[src/rtl/cd_pkg.sv]
package cd_pkg;
  localparam int unsigned CD_BIN_W = 16;
  localparam int unsigned CD_NDIG  = 5;
  localparam int unsigned CD_DIG_W = 4;

  // next value of one decade; wraps from 9 to 0
  function automatic logic [CD_DIG_W-1:0] dec_next(input logic [CD_DIG_W-1:0] d);
    if (d == CD_DIG_W'(9)) return '0;
    return d + CD_DIG_W'(1);
  endfunction

  // a decade at its top value passes a step upward
  function automatic logic dec_wraps(input logic [CD_DIG_W-1:0] d);
    return d == CD_DIG_W'(9);
  endfunction

  typedef enum logic [0:0] {CD_IDLE = 1'b0, CD_RUN = 1'b1} cd_state_e;
endpackage

[src/rtl/cd_decade.sv]
module cd_decade
  import cd_pkg::*;
(
  input  logic                clk,
  input  logic                rst,
  input  logic                clr,
  input  logic                inc,
  output logic [CD_DIG_W-1:0] q,
  output logic                carry_o
);
  logic wrap_now;
  assign wrap_now = inc && dec_wraps(q);
  assign carry_o  = wrap_now && !clr;

  always_ff @(posedge clk) begin
    if (rst || clr)  q <= '0;
    else if (inc)    q <= dec_next(q);
  end

  AST_DIGIT_RANGE: assert property (@(posedge clk) disable iff (rst)
    q <= CD_DIG_W'(9));
  AST_DIGIT_WRAP: assert property (@(posedge clk) disable iff (rst)
    (wrap_now && !clr) |=> (q == '0));
  AST_DIGIT_HOLD: assert property (@(posedge clk) disable iff (rst)
    (!inc && !clr) |=> $stable(q));
endmodule

[src/rtl/cd_decade_chain.sv]
module cd_decade_chain
  import cd_pkg::*;
#(
  parameter int unsigned NDIG = CD_NDIG
) (
  input  logic                           clk,
  input  logic                           rst,
  input  logic                           clr,
  input  logic                           step,
  output logic [NDIG-1:0][CD_DIG_W-1:0]  digits
);
  logic [NDIG:0] ripple;
  assign ripple[0] = step;

  for (genvar g = 0; g < NDIG; g++) begin : g_dec
    cd_decade u_dec (
      .clk     (clk),
      .rst     (rst),
      .clr     (clr),
      .inc     (ripple[g]),
      .q       (digits[g]),
      .carry_o (ripple[g+1])
    );
  end

  logic top_carry_unused;
  assign top_carry_unused = ripple[NDIG];
endmodule

[src/rtl/cd_down_counter.sv]
module cd_down_counter
  import cd_pkg::*;
#(
  parameter int unsigned W = CD_BIN_W
) (
  input  logic         clk,
  input  logic         rst,
  input  logic         load,
  input  logic [W-1:0] d,
  input  logic         dec,
  output logic         at_one,
  output logic         at_zero
);
  logic [W-1:0] q;

  always_ff @(posedge clk) begin
    if (rst)                q <= '0;
    else if (load)          q <= d;
    else if (dec && q != '0) q <= q - W'(1);
  end

  assign at_one  = (q == W'(1));
  assign at_zero = (q == '0);

  AST_DOWN_STEP: assert property (@(posedge clk) disable iff (rst)
    (dec && !load && q != '0) |=> (q == W'($past(q) - W'(1))));
  AST_DOWN_LOAD: assert property (@(posedge clk) disable iff (rst)
    load |=> (q == $past(d)));
endmodule

[src/rtl/cd_ctrl.sv]
module cd_ctrl
  import cd_pkg::*;
(
  input  logic clk,
  input  logic rst,
  input  logic start,
  input  logic operand_zero,
  input  logic cnt_one,
  output logic accept,
  output logic step,
  output logic last,
  output logic busy,
  output logic done
);
  cd_state_e state;

  assign busy   = (state == CD_RUN);
  assign accept = start && !busy;
  assign step   = busy;
  assign last   = busy && cnt_one;

  always_ff @(posedge clk) begin
    if (rst) begin
      state <= CD_IDLE;
      done  <= 1'b0;
    end else begin
      done <= (accept && operand_zero) || last;
      if (accept && !operand_zero) state <= CD_RUN;
      else if (last)               state <= CD_IDLE;
    end
  end

  AST_DONE_PULSE: assert property (@(posedge clk) disable iff (rst)
    done |=> !done);
  AST_END_OF_RUN: assert property (@(posedge clk) disable iff (rst)
    last |=> (done && !busy));
  AST_START_IGNORED: assert property (@(posedge clk) disable iff (rst)
    (busy && start && !last) |=> busy);
  AST_ZERO_DONE: assert property (@(posedge clk) disable iff (rst)
    (accept && operand_zero) |=> (done && !busy));
endmodule

[src/rtl/cd_bin2bcd_count.sv]
module cd_bin2bcd_count
  import cd_pkg::*;
(
  input  logic                clk,
  input  logic                rst,
  input  logic                start_i,
  input  logic [CD_BIN_W-1:0] bin_i,
  output logic                busy_o,
  output logic                done_o,
  output logic [CD_DIG_W-1:0] ones_o,
  output logic [CD_DIG_W-1:0] tens_o,
  output logic [CD_DIG_W-1:0] hund_o,
  output logic [CD_DIG_W-1:0] thou_o,
  output logic [CD_DIG_W-1:0] tthou_o
);
  logic accept, step, last, cnt_one, cnt_zero, operand_zero;
  logic [CD_NDIG-1:0][CD_DIG_W-1:0] digits;

  assign operand_zero = (bin_i == '0);

  cd_ctrl u_ctrl (
    .clk          (clk),
    .rst          (rst),
    .start        (start_i),
    .operand_zero (operand_zero),
    .cnt_one      (cnt_one),
    .accept       (accept),
    .step         (step),
    .last         (last),
    .busy         (busy_o),
    .done         (done_o)
  );

  cd_down_counter #(.W(CD_BIN_W)) u_down (
    .clk     (clk),
    .rst     (rst),
    .load    (accept),
    .d       (bin_i),
    .dec     (step),
    .at_one  (cnt_one),
    .at_zero (cnt_zero)
  );

  cd_decade_chain #(.NDIG(CD_NDIG)) u_chain (
    .clk    (clk),
    .rst    (rst),
    .clr    (accept),
    .step   (step),
    .digits (digits)
  );

  assign ones_o  = digits[0];
  assign tens_o  = digits[1];
  assign hund_o  = digits[2];
  assign thou_o  = digits[3];
  assign tthou_o = digits[4];

  AST_CLEAR_ON_START: assert property (@(posedge clk) disable iff (rst)
    accept |=> (digits == '0 || busy_o));
  AST_BUSY_NONZERO: assert property (@(posedge clk) disable iff (rst)
    busy_o |-> !cnt_zero);
endmodule

[config.mk]
export PLATFORM = sky130hd
export DESIGN_NAME = cd_bin2bcd_count
export DESIGN_NICKNAME = d
export VERILOG_FILES = /design/src/rtl/cd_pkg.sv /design/src/rtl/cd_decade.sv /design/src/rtl/cd_decade_chain.sv /design/src/rtl/cd_down_counter.sv /design/src/rtl/cd_ctrl.sv /design/src/rtl/cd_bin2bcd_count.sv
export SDC_FILE = /design/constraint.sdc
export NUM_CORES = 1
export LEC_CHECK = 0
export BUFFER_PORTS_ARGS = -buffer_cell sky130_fd_sc_hd__buf_2
export CAP_MARGIN = 5
export CORE_UTILIZATION = 50
export CTS_BUF_LIST = sky130_fd_sc_hd__clkbuf_16
export CTS_CLUSTER_SIZE = 20
export DETAILED_ROUTE_END_ITERATION = 16
export PLACE_DENSITY = 0.73
export SYNTH_ARGS = -nofsm -noshare
export SYNTH_HDL_FRONTEND = slang
export SYNTH_SLANG_ARGS = --single-unit
[constraint.sdc]
create_clock -name clk -period 4.5 [get_ports clk]
set_clock_uncertainty 0.15 [all_clocks]
set_input_delay 0.225 -clock clk [delete_from_list [all_inputs] [get_ports clk]]
set_output_delay 0.225 -clock clk [all_outputs]
set_load 0.05 [all_outputs]
# Word level (Yosys, flattened, before mapping)
# Cells that the tools add are included.
# op_classes
addsub	6
eq_ne	6
mux	29
reduce_logical	22
# ops
op	count
$mux W4	10
$mux W16	2
$add A4 B1 Y4 const B	5
$eq A4 B4 Y1 const B	5
$mux W1	17
$eq A16 B1 Y1 const B	1
$logic_not A16 Y1	1
$reduce_bool A16 Y1	1
$sub A16 B1 Y16 const B	1
$logic_and A1 B1 Y1	13
$reduce_bool A2 Y1	2
$logic_not A1 Y1	3
$logic_or A1 B1 Y1	2
# totals
ff_bits	38
input_bits	19
out_inout_bits	22
elab_cells	71

# Depth between registers and ports, before layout
# Gate-level depths: netlist of run 1.
# logic_depth
depth_word	13
ltp_mapped	8
depth_no_buf	7

# Modules after synthesis
# From an unflattened synthesis of run 1, not the netlist that was laid out.
# hier_totals
hier_cells	243
hier_area_um2	2100.8
# by_module_without_submodules
mod	instances	cells_per_inst	area_per_inst_um2	seq_area_each_um2
cd_decade	5	21	198.9	80.1
cd_down_counter	1	122	974.7	320.3
cd_ctrl	1	11	97.6	40.0
cd_bin2bcd_count	1	5	33.8	0.0

# Worst setup path before layout of run 1
# OpenSTA, ideal clock, no wires.
# synth_timing
path_type	register -> register
start	reg u_chain.g_dec[0].u_dec.q[3]
end	reg u_chain.g_dec[4].u_dec.q[3]
setup_ns	0.120
t_arrival_ns	1.702
required_ns	4.230
setup_slack_ns	2.528
path_stages_with_launch	7
n_path_buf	1
period_less_slack_ns	1.972
cell_sequence	dfxtp_1 -> nor3b_2 -> and4_1 -> buf_2 -> nand3_1 -> o211ai_1 -> nand2_1
# synth_between
elab_chain_len	9
# synth_lines
item	line_no	source
start: declaration	cd_decade.sv:8	output logic [CD_DIG_W-1:0] q,
start signal: assignment	cd_decade.sv:17	else if (inc) q <= dec_next(q);
$eq A4 B4 Y1	cd_pkg.sv:14	return d == CD_DIG_W'(9);
$logic_and A1 B1 Y1	cd_decade.sv:12	assign wrap_now = inc && dec_wraps(q);
$logic_and A1 B1 Y1	cd_decade.sv:13	assign carry_o = wrap_now && !clr;
$logic_and A1 B1 Y1	cd_decade.sv:12	
$logic_and A1 B1 Y1	cd_decade.sv:13	
$logic_and A1 B1 Y1	cd_decade.sv:12	
$logic_and A1 B1 Y1	cd_decade.sv:13	
$logic_and A1 B1 Y1	cd_decade.sv:12	
$logic_and A1 B1 Y1	cd_decade.sv:13	
end signal: assignment	cd_decade.sv:17	
end: declaration	cd_decade.sv:8	
# No other way between the ends.
# A chain may end at the register's enable or synchronous reset.

# Worst setup path after layout of run 1
# layout_timing
start	reg u_ctrl.state (netlist: u_ctrl.busy)
end	reg u_chain.g_dec[1].u_dec.q[0]
# layout_between
elab_chain_len	4
word_cells_on_any_way	6
cone_classes	reduce/logical: 6
# layout_lines
item	line_no	source
start: declaration	cd_ctrl.sv:15	cd_state_e state;
start signal: assignment	cd_ctrl.sv:24	state <= CD_IDLE;
start signal: assignment	cd_ctrl.sv:28	if (accept && !operand_zero) state <= CD_RUN;
start signal: assignment	cd_ctrl.sv:29	else if (last) state <= CD_IDLE;
$logic_not A1 Y1	cd_ctrl.sv:18	assign accept = start && !busy;
$logic_and A1 B1 Y1	cd_ctrl.sv:18	
$logic_not A1 Y1	cd_decade.sv:13	
$logic_and A1 B1 Y1	cd_decade.sv:13	
end signal: assignment	cd_decade.sv:17	
end: declaration	cd_decade.sv:8	
# Parallel ways exist; a longest one is shown, timed or not.

==> results by group, run 1 <==
Outcome
  – Status: finished clean

Logic synthesis
  – Yosys warnings: 0
  – Seq/Total Area, Yosys: 35.76%
  – Ranking of synthesized cells by area: dfxtp_1 (36%), nor2_1 (5.6%), nand2_1 (3.9%)
  – Post-synthesis compound-gate area fraction: roughly 18%
  – #FFs+latches synth: 38
  – Synthesized area: roughly 0.0021 mm²
  – Cells after Synth: approximately 260
  – Main synth FF type: dfxtp_1
  – Largest family of logic cells by synthesized area: simple AND/OR/NAND/NOR gates
  – Adder-Cell Fraction of Synth Area: approximately 1.8%
  – Yosys cell types: 52
  – Top-area cell type share of the netlist area: a little over a third
  – Most frequent cell after synthesis: dfxtp_1
  – Number of synthesized flops with an enable pin: 0
  – Simple-Gate Fraction of Synth Area: ~33%
  – Synth async-reset ratio: 0%
  – Area leader, netlist: dfxtp_1
  – Commonest cells post-synth: dfxtp_1 (38), nor2_1 (32), nand2_1 (22), a21oi_1 (15), nand3_1 (11)
  – Syn_nets: 280
  – Post-synthesis mux area share: 2.412%
  – Syn_area_per_cell: 8.244 µm²
  – Synth Area in XOR/XNOR: about 6.6%

Worst setup path
  – Crit-path cells: nand2b_1 > nand2b_1 > a21oi_1
  – CP Capture Type: flop
  – CP Data Required Time: between 4 and 5 ns
  – R2r startpoint: u_ctrl.busy$_SDFFE_PP0P_
  – Largest stage delay, worst path: just under 0.9 ns
  – R2r setup slk: around 2 ns
  – Crit path launch type: flop
  – Worst R2R End: u_chain.g_dec[1].u_dec.q[0]$_SDFFE_PP0N_
  – Buf/Inv on CP: 0
  – Critical path arrival: ~2.5 ns
  – CP max-delay cell: dfxtp_1
  – Crit-path leading delay family: simple AND/OR/NAND/NOR gates
  – R2R depth: 3
  – Worst setup path class: flop to flop
  – Cell mode on critical path: nand2b_1
  – Crit Path Max Fanout: 26

Timing
  – Unrepaired setup endpoints after global routing: no
  – Setup TNS: 0 ns
  – Pins Over Slew Limit: 0
  – Final Critical Period: 2.494 ns
  – Hold WS: between 0.08 and 0.09 ns
  – Final hold violations: 0
  – Max Freq: between 400 and 500 MHz
  – Setup violators final: 0
  – Worst slew margin relative to its limit: ~43%
  – Slew @ Worst Pin: between 0.8 and 0.9 ns
  – Final worst-path cycle share: between 50 and 60%

Global route
  – Global Route Usage Sum: 24.44%
  – Antenna violations before repair: 0
  – First-pass GRT wire length: a little over 8000 µm
  – Pin count of the biggest net entering global routing: 27
  – Via count of the first global-routing pass: between 1,500 and 2,000
  – Total global routing overflow: 0

Die
  – Core region area: slightly above 0.004 mm²
  – Initial cell density of the core: 52.80%
  – Core Rows: 23
  – Die Y: between 60 and 70 µm
  – Full die area: approximately 0.0045 mm²
  – Top Ports: 41
  – Die X: 67.23 µm

Layout
  – Layout cell share with drive strength beyond 1: between 20 and 25%
  – Nets: ~320
  – Inserted Diodes: 0
  – Area grow syn2layout: 19.12%

Worst hold path
  – Hold Crit Class: input port to flop
  – Worst hold start: bin_i[11]
  – Hold depth: 3
  – Hold endpoint: u_down.q[11]$_SDFFE_PP0P_

Power
  – Overall power: approximately 1 mW
  – Power per cell area: between 300 and 400 mW/mm²
  – VDD IR max: 0.2395 mV
  – Pleak: approximately 1 nW

Routing
  – Iter 0 DRT Violations: roughly 130
  – Vias: 2,064
  – DRC: 0
  – Routed WL: between 5000 and 6000 µm
  – First-pass detailed-route iteration total: 4
  – Drt via density: ~6
  – Antenna Nets Post-Route: 0
  – WL/cell: ~15 µm

CTS
  – CTS Hold Bufs: 0
  – CTS tree: yes
  – Post-CTS Setup Bufs: 0
  – Clk root buf: clkbuf_16
  – Clock Tree Buf Depth: 2
  – Clk slew on worst S/H paths: approximately 0.06 ns
  – H-tree depth: 2
  – Post-CTS sizing: 0
  – Clock sink total: 38
  – Skew-Pair Late Insertion Delay: approximately 0.28 ns
  – CTS Buf Count: 5

Placed design
  – Post-detail-place hpwl: between 3000 and 4000 µm
  – Final GP Congestion: roughly 0.85
  – Port-buffer cells: 40

Job
  – Maxcap violations: 0
## tightest hold or removal path, cell delays in order
cell and delay, ns:
buf_2 0.09, a32oi_1 0.05, a21oi_1 0.11
## worst max path at each step
stage               slack (ns)                                  endpoint                                     start  depth (start not counted)
floorplan                 2.53  u_chain.g_dec[4].u_dec.q[3]$_SDFFE_PP0P_  u_chain.g_dec[0].u_dec.q[3]$_SDFFE_PP0P_                          6
global placement          2.15  u_chain.g_dec[1].u_dec.q[3]$_SDFFE_PP0N_                  u_ctrl.busy$_SDFFE_PP0P_                          3
detailed placement        2.14  u_chain.g_dec[1].u_dec.q[0]$_SDFFE_PP0N_                  u_ctrl.busy$_SDFFE_PP0P_                          3
CTS                       2.09  u_chain.g_dec[1].u_dec.q[0]$_SDFFE_PP0N_                  u_ctrl.busy$_SDFFE_PP0P_                          3
global route              1.78  u_chain.g_dec[0].u_dec.q[3]$_SDFFE_PP0P_                  u_ctrl.busy$_SDFFE_PP0P_                          3
finish                    2.01  u_chain.g_dec[1].u_dec.q[0]$_SDFFE_PP0N_                  u_ctrl.busy$_SDFFE_PP0P_                          3
## per-layer routing
layer  track usage [%]  wire (µm)  up-vias
li1                  -          -     1006
met3             5.068        319        8
met1             31.69       2283      960
met4             9.574         62        0
met2             39.38       2451       90
met5                 0          0        -
## state kept, by name (all words and copies together), names as in the netlist
| name | flops |
|---|---|
| u_ctrl.busy | 1 |
| u_ctrl.done | 1 |
| u_down.q | 16 |
| u_chain.g_dec.u_dec.q | 20 |
## placed cells by master (no fill, tap or decap), types with 3 or more instances in the layout
cell type | synthesis | routed
a211oi_1 | 7 | 7
a21oi_1 | 15 | 15
a32oi_1 | 3 | 3
buf_2 | 3 | 40
clkbuf_16 | 0 | 5
dfxtp_1 | 38 | 38
ha_1 | 3 | 3
inv_1 | 6 | 6
mux2i_1 | 4 | 4
nand2_1 | 22 | 22
nand2b_1 | 5 | 5
nand3_1 | 11 | 11
nand4_1 | 6 | 6
nor2_1 | 32 | 32
nor2b_1 | 10 | 10
nor3_1 | 10 | 10
nor3b_1 | 5 | 5
nor4_1 | 4 | 4
o21ai_0 | 10 | 10
or3_1 | 4 | 4
xnor2_1 | 7 | 7
xor2_1 | 9 | 9
## stage by stage
step	worst slack (ns)	instance area, µm²	utilization, %	std cells
2_1_floorplan	2.528	2127	-	258
3_3_place_gp	2.154	2345	58.20	337
3_5_place_dp	2.142	2345	58.20	337
4_1_cts	2.091	2534	62.89	345
5_1_grt	1.784	2534	62.89	345
6_report	2.006	2534	62.89	345
## cells by family (layout without fill, tap and decap cells)
kind of cell | Yosys count | count (layout)
DFF | 38 | 38
xor gates and xnor gates | 16 | 16
adders and majority gates | 3 | 3
AOI/OAI and AO/OA | 55 | 55
muxes | 5 | 5
buffers and inverters | 17 | 54
and+or+nand+nor | 124 | 124
## final cells by class
cell class	instances	area [µm²]
clock buffer	5	125.1
inverter	6	22.52
timing repair buffer	40	200.2
tap	50	62.56
sequential	38	760.7
fill	347	1495
clock inverter	3	63.81
multi-input combinational	203	1299
## report_power, final
part	leakage [nW]	internal, mW	switching (mW)
clock	0.0915	0.316	0.139
sequential	0.310	0.353	0.0313
combinational	0.602	0.0617	0.0903
total	1.00	0.731	0.261
Power figures use the tool's default switching activity.
==> run 2: changes to the inputs <==
--- a/config.mk
+++ b/config.mk
@@ -7,11 +7,11 @@
 export LEC_CHECK = 0
 export BUFFER_PORTS_ARGS = -buffer_cell sky130_fd_sc_hd__buf_2
 export CAP_MARGIN = 5
-export CORE_UTILIZATION = 50
+export CORE_UTILIZATION = 49
 export CTS_BUF_LIST = sky130_fd_sc_hd__clkbuf_16
 export CTS_CLUSTER_SIZE = 20
 export DETAILED_ROUTE_END_ITERATION = 16
-export PLACE_DENSITY = 0.73
+export PLACE_DENSITY = 0.75
 export SYNTH_ARGS = -nofsm -noshare
 export SYNTH_HDL_FRONTEND = slang
 export SYNTH_SLANG_ARGS = --single-unit
==> constraint.sdc (replaced) <==
create_clock -name clk -period 2.2 [get_ports clk]
set_clock_uncertainty 0.15 [all_clocks]
set_input_delay 0.11 -clock clk [delete_from_list [all_inputs] [get_ports clk]]
set_output_delay 0.11 -clock clk [all_outputs]
set_load 0.05 [all_outputs]
==> run 2 against run 1 <==
Sequential power rose by 100%. Total power grew 110%. Utilization rose by 2.7 points. Final area grew 5.8%. Fmax is 17% higher. Setup slack lost 1.9 ns. Largest cell class unchanged. Register-to-register slack lost 1.9 ns. Highest routed layer unchanged. Flip-flop and latch count unchanged. Cell count grew 4.6%. Clock-buffer cell count is the same.
==> results by group, run 2 (synthesis gave the netlist of run 1 again) <==
Timing
  – Final Critical Period: 2.138 ns
  – Final worst-path cycle share: between 90% and 100%
  – Setup violators final: 0
  – Worst slew margin relative to its limit: between 50 and 60%
  – Pins Over Slew Limit: 0
  – Max Freq: roughly 470 MHz
  – Final hold violations: 0
  – Setup TNS: 0 ns
  – Slew @ Worst Pin: 0.7024 ns

Routing
  – DRC: 0
  – WL/cell: 14.48 µm
  – Drt via density: about 5.8
  – Vias: roughly 2,100
  – Routed WL: approximately 5200 µm
  – First-pass detailed-route iteration total: 4
  – Antenna Nets Post-Route: 0
  – Iter 0 DRT Violations: between 100 and 150

Layout
  – Cell area after layout: between 0.002 and 0.003 mm²
  – Inserted Diodes: 0
  – Layout cell share with drive strength beyond 1: a little under a quarter
  – Final core occ: between 60% and 70%
  – Area grow syn2layout: 26.06%
  – Nets: around 330
  – Max reg flops: 20
  – Largest Register: u_chain.g_dec.u_dec.q
  – Commonest non-fill, non-tap cell in the layout: buf_2
  – Largest regs: u_chain.g_dec.u_dec.q (20), u_down.q (16)
  – Non-Filler Instances: roughly 360
  – Commonest cells after routing, fill and taps aside: buf_2 (40), dfxtp_1 (38), nor2_1 (32)

Die
  – Initial cell density of the core: 52.05%
  – Die X: between 60 and 70 µm
  – Full die area: 0.004608 mm²
  – Die Y: between 60 and 70 µm
  – Core Rows: 23
  – Top Ports: a little over 40
  – Core region area: a little over 0.004 mm²

Worst setup path
  – Crit-path cells: inv_1 > ha_2 > nor4b_4 > nor3b_4 > and4b_1 > nor3_1 > a2111oi_2
  – Largest stage delay, worst path: 0.34 ns
  – Crit path launch type: flop
  – CP max-delay cell: a2111oi_2
  – Crit-path leading delay family: simple AND/OR/NAND/NOR gates
  – Crit Path Max Fanout: 4
  – Critical path arrival: roughly 2.2 ns
  – CP Data Required Time: 2.23 ns
  – Buf/Inv on CP: 1
  – R2r setup slk: between 0.06 and 0.07 ns
  – CP Capture Type: flop
  – Worst setup path class: flop to flop

Job
  – Maxcap violations: 0

Power
  – VDD IR max: about 0.41 mV
  – Overall power: between 2 and 2.5 mW
  – Pleak: roughly 1.1 nW
  – Power per cell area: about 770 mW/mm²

CTS
  – CTS Buf Count: 5
  – Clk slew on worst S/H paths: about 0.060 ns
  – Clock sink total: 38
  – CTS tree: yes
  – H-tree depth: 2
  – Clk root buf: clkbuf_16
  – Clock Tree Buf Depth: 2
  – Skew-Pair Late Insertion Delay: 0.28 ns

Placed design
  – Post-detail-place hpwl: 3543 µm
  – Placed instance count: between 300 and 400
  – Port-buffer cells: 40
  – Final GP Congestion: 0.8667
  – Area after DPL: 0.002390 mm²

Global route
  – Pin count of the biggest net entering global routing: 26
  – Global Route Usage Sum: 24.61%
  – Via count of the first global-routing pass: ~1,900
  – First-pass GRT wire length: roughly 8500 µm
  – Total global routing overflow: 0
  – Antenna violations before repair: 0

Worst hold path
  – Hold Crit Class: input port to flop

Outcome
  – Status: finished clean
[run 2: cell count changes in the layout (fill, tap and decap cells not counted), sizes merged]
| cell | delta |
|---|---|
| dlygate4sd3 | +6 |
| buf | +10 |
[run 2: repair_timing]
| action | 4_1_cts | 5_1_grt |
|---|---|---|
| setup buffers | 0 | 4 |
| gates resized for setup | 0 | 4 |
| hold buffers | 6 | 0 |
| endpoints found under the hold margin | 6 | 0 |
| endpoints found under the setup margin | 0 | 4 |
[run 2: path summary, 6_finish.rpt]
kind                                                 start                                  endpoint  depth (start not counted)
setup / recovery                  u_down.q[1]$_SDFFE_PP0P_                  u_down.q[8]$_SDFFE_PP0P_                          7
hold / removal                                    bin_i[6]                  u_down.q[6]$_SDFFE_PP0P_                          3
setup reg to reg                  u_down.q[1]$_SDFFE_PP0P_                  u_down.q[8]$_SDFFE_PP0P_                          7
hold reg to reg   u_chain.g_dec[3].u_dec.q[3]$_SDFFE_PP0P_  u_chain.g_dec[3].u_dec.q[3]$_SDFFE_PP0P_                          2
[run 2: layout make-up]
| class | count | area, µm² |
|---|---|---|
| Timing Repair Buffer | 56 | 335.3 |
| Tap cell | 50 | 62.56 |
| Inverter | 6 | 22.52 |
| Fill cell | 348 | 1405 |
| Clock buffer | 5 | 125.1 |
| Clock inverter | 3 | 63.81 |
| Multi-Input combinational cell | 203 | 1311 |
| Sequential cell | 38 | 760.7 |
[run 2: metrics by stage]
step | setup WS [ns] | hold WS [ns]
after global routing | -0.01099 | 0.03318
after floorplan | 0.2280 | 0.1104
after detailed placement | 0.02735 | 0.2560
after CTS | 0.008251 | 0.004631
final | 0.06204 | 0.005300
after global placement | 0.1686 | 0.2557
[run 2: layer usage]
metal | part of all wire [%] | vias up | track usage [%]
met3 | 5.5 | 10 | 4.667
met4 | 1.7 | 0 | 10.42
met2 | 49 | 64 | 41.58
met1 | 44 | 974 | 30.38
met5 | 0 | - | 0
li1 | - | 1040 | -
[run 2: tightest hold or removal path: stages]
cell and delay [ns]:
buf_2 0.09, o21bai_1 0.07, a31oi_1 0.12
[run 2: report_power, final]
group / internal (mW) / switching [mW]
combinational: 0.162 / 0.199
sequential: 0.723 / 0.0574
clock: 0.645 / 0.273
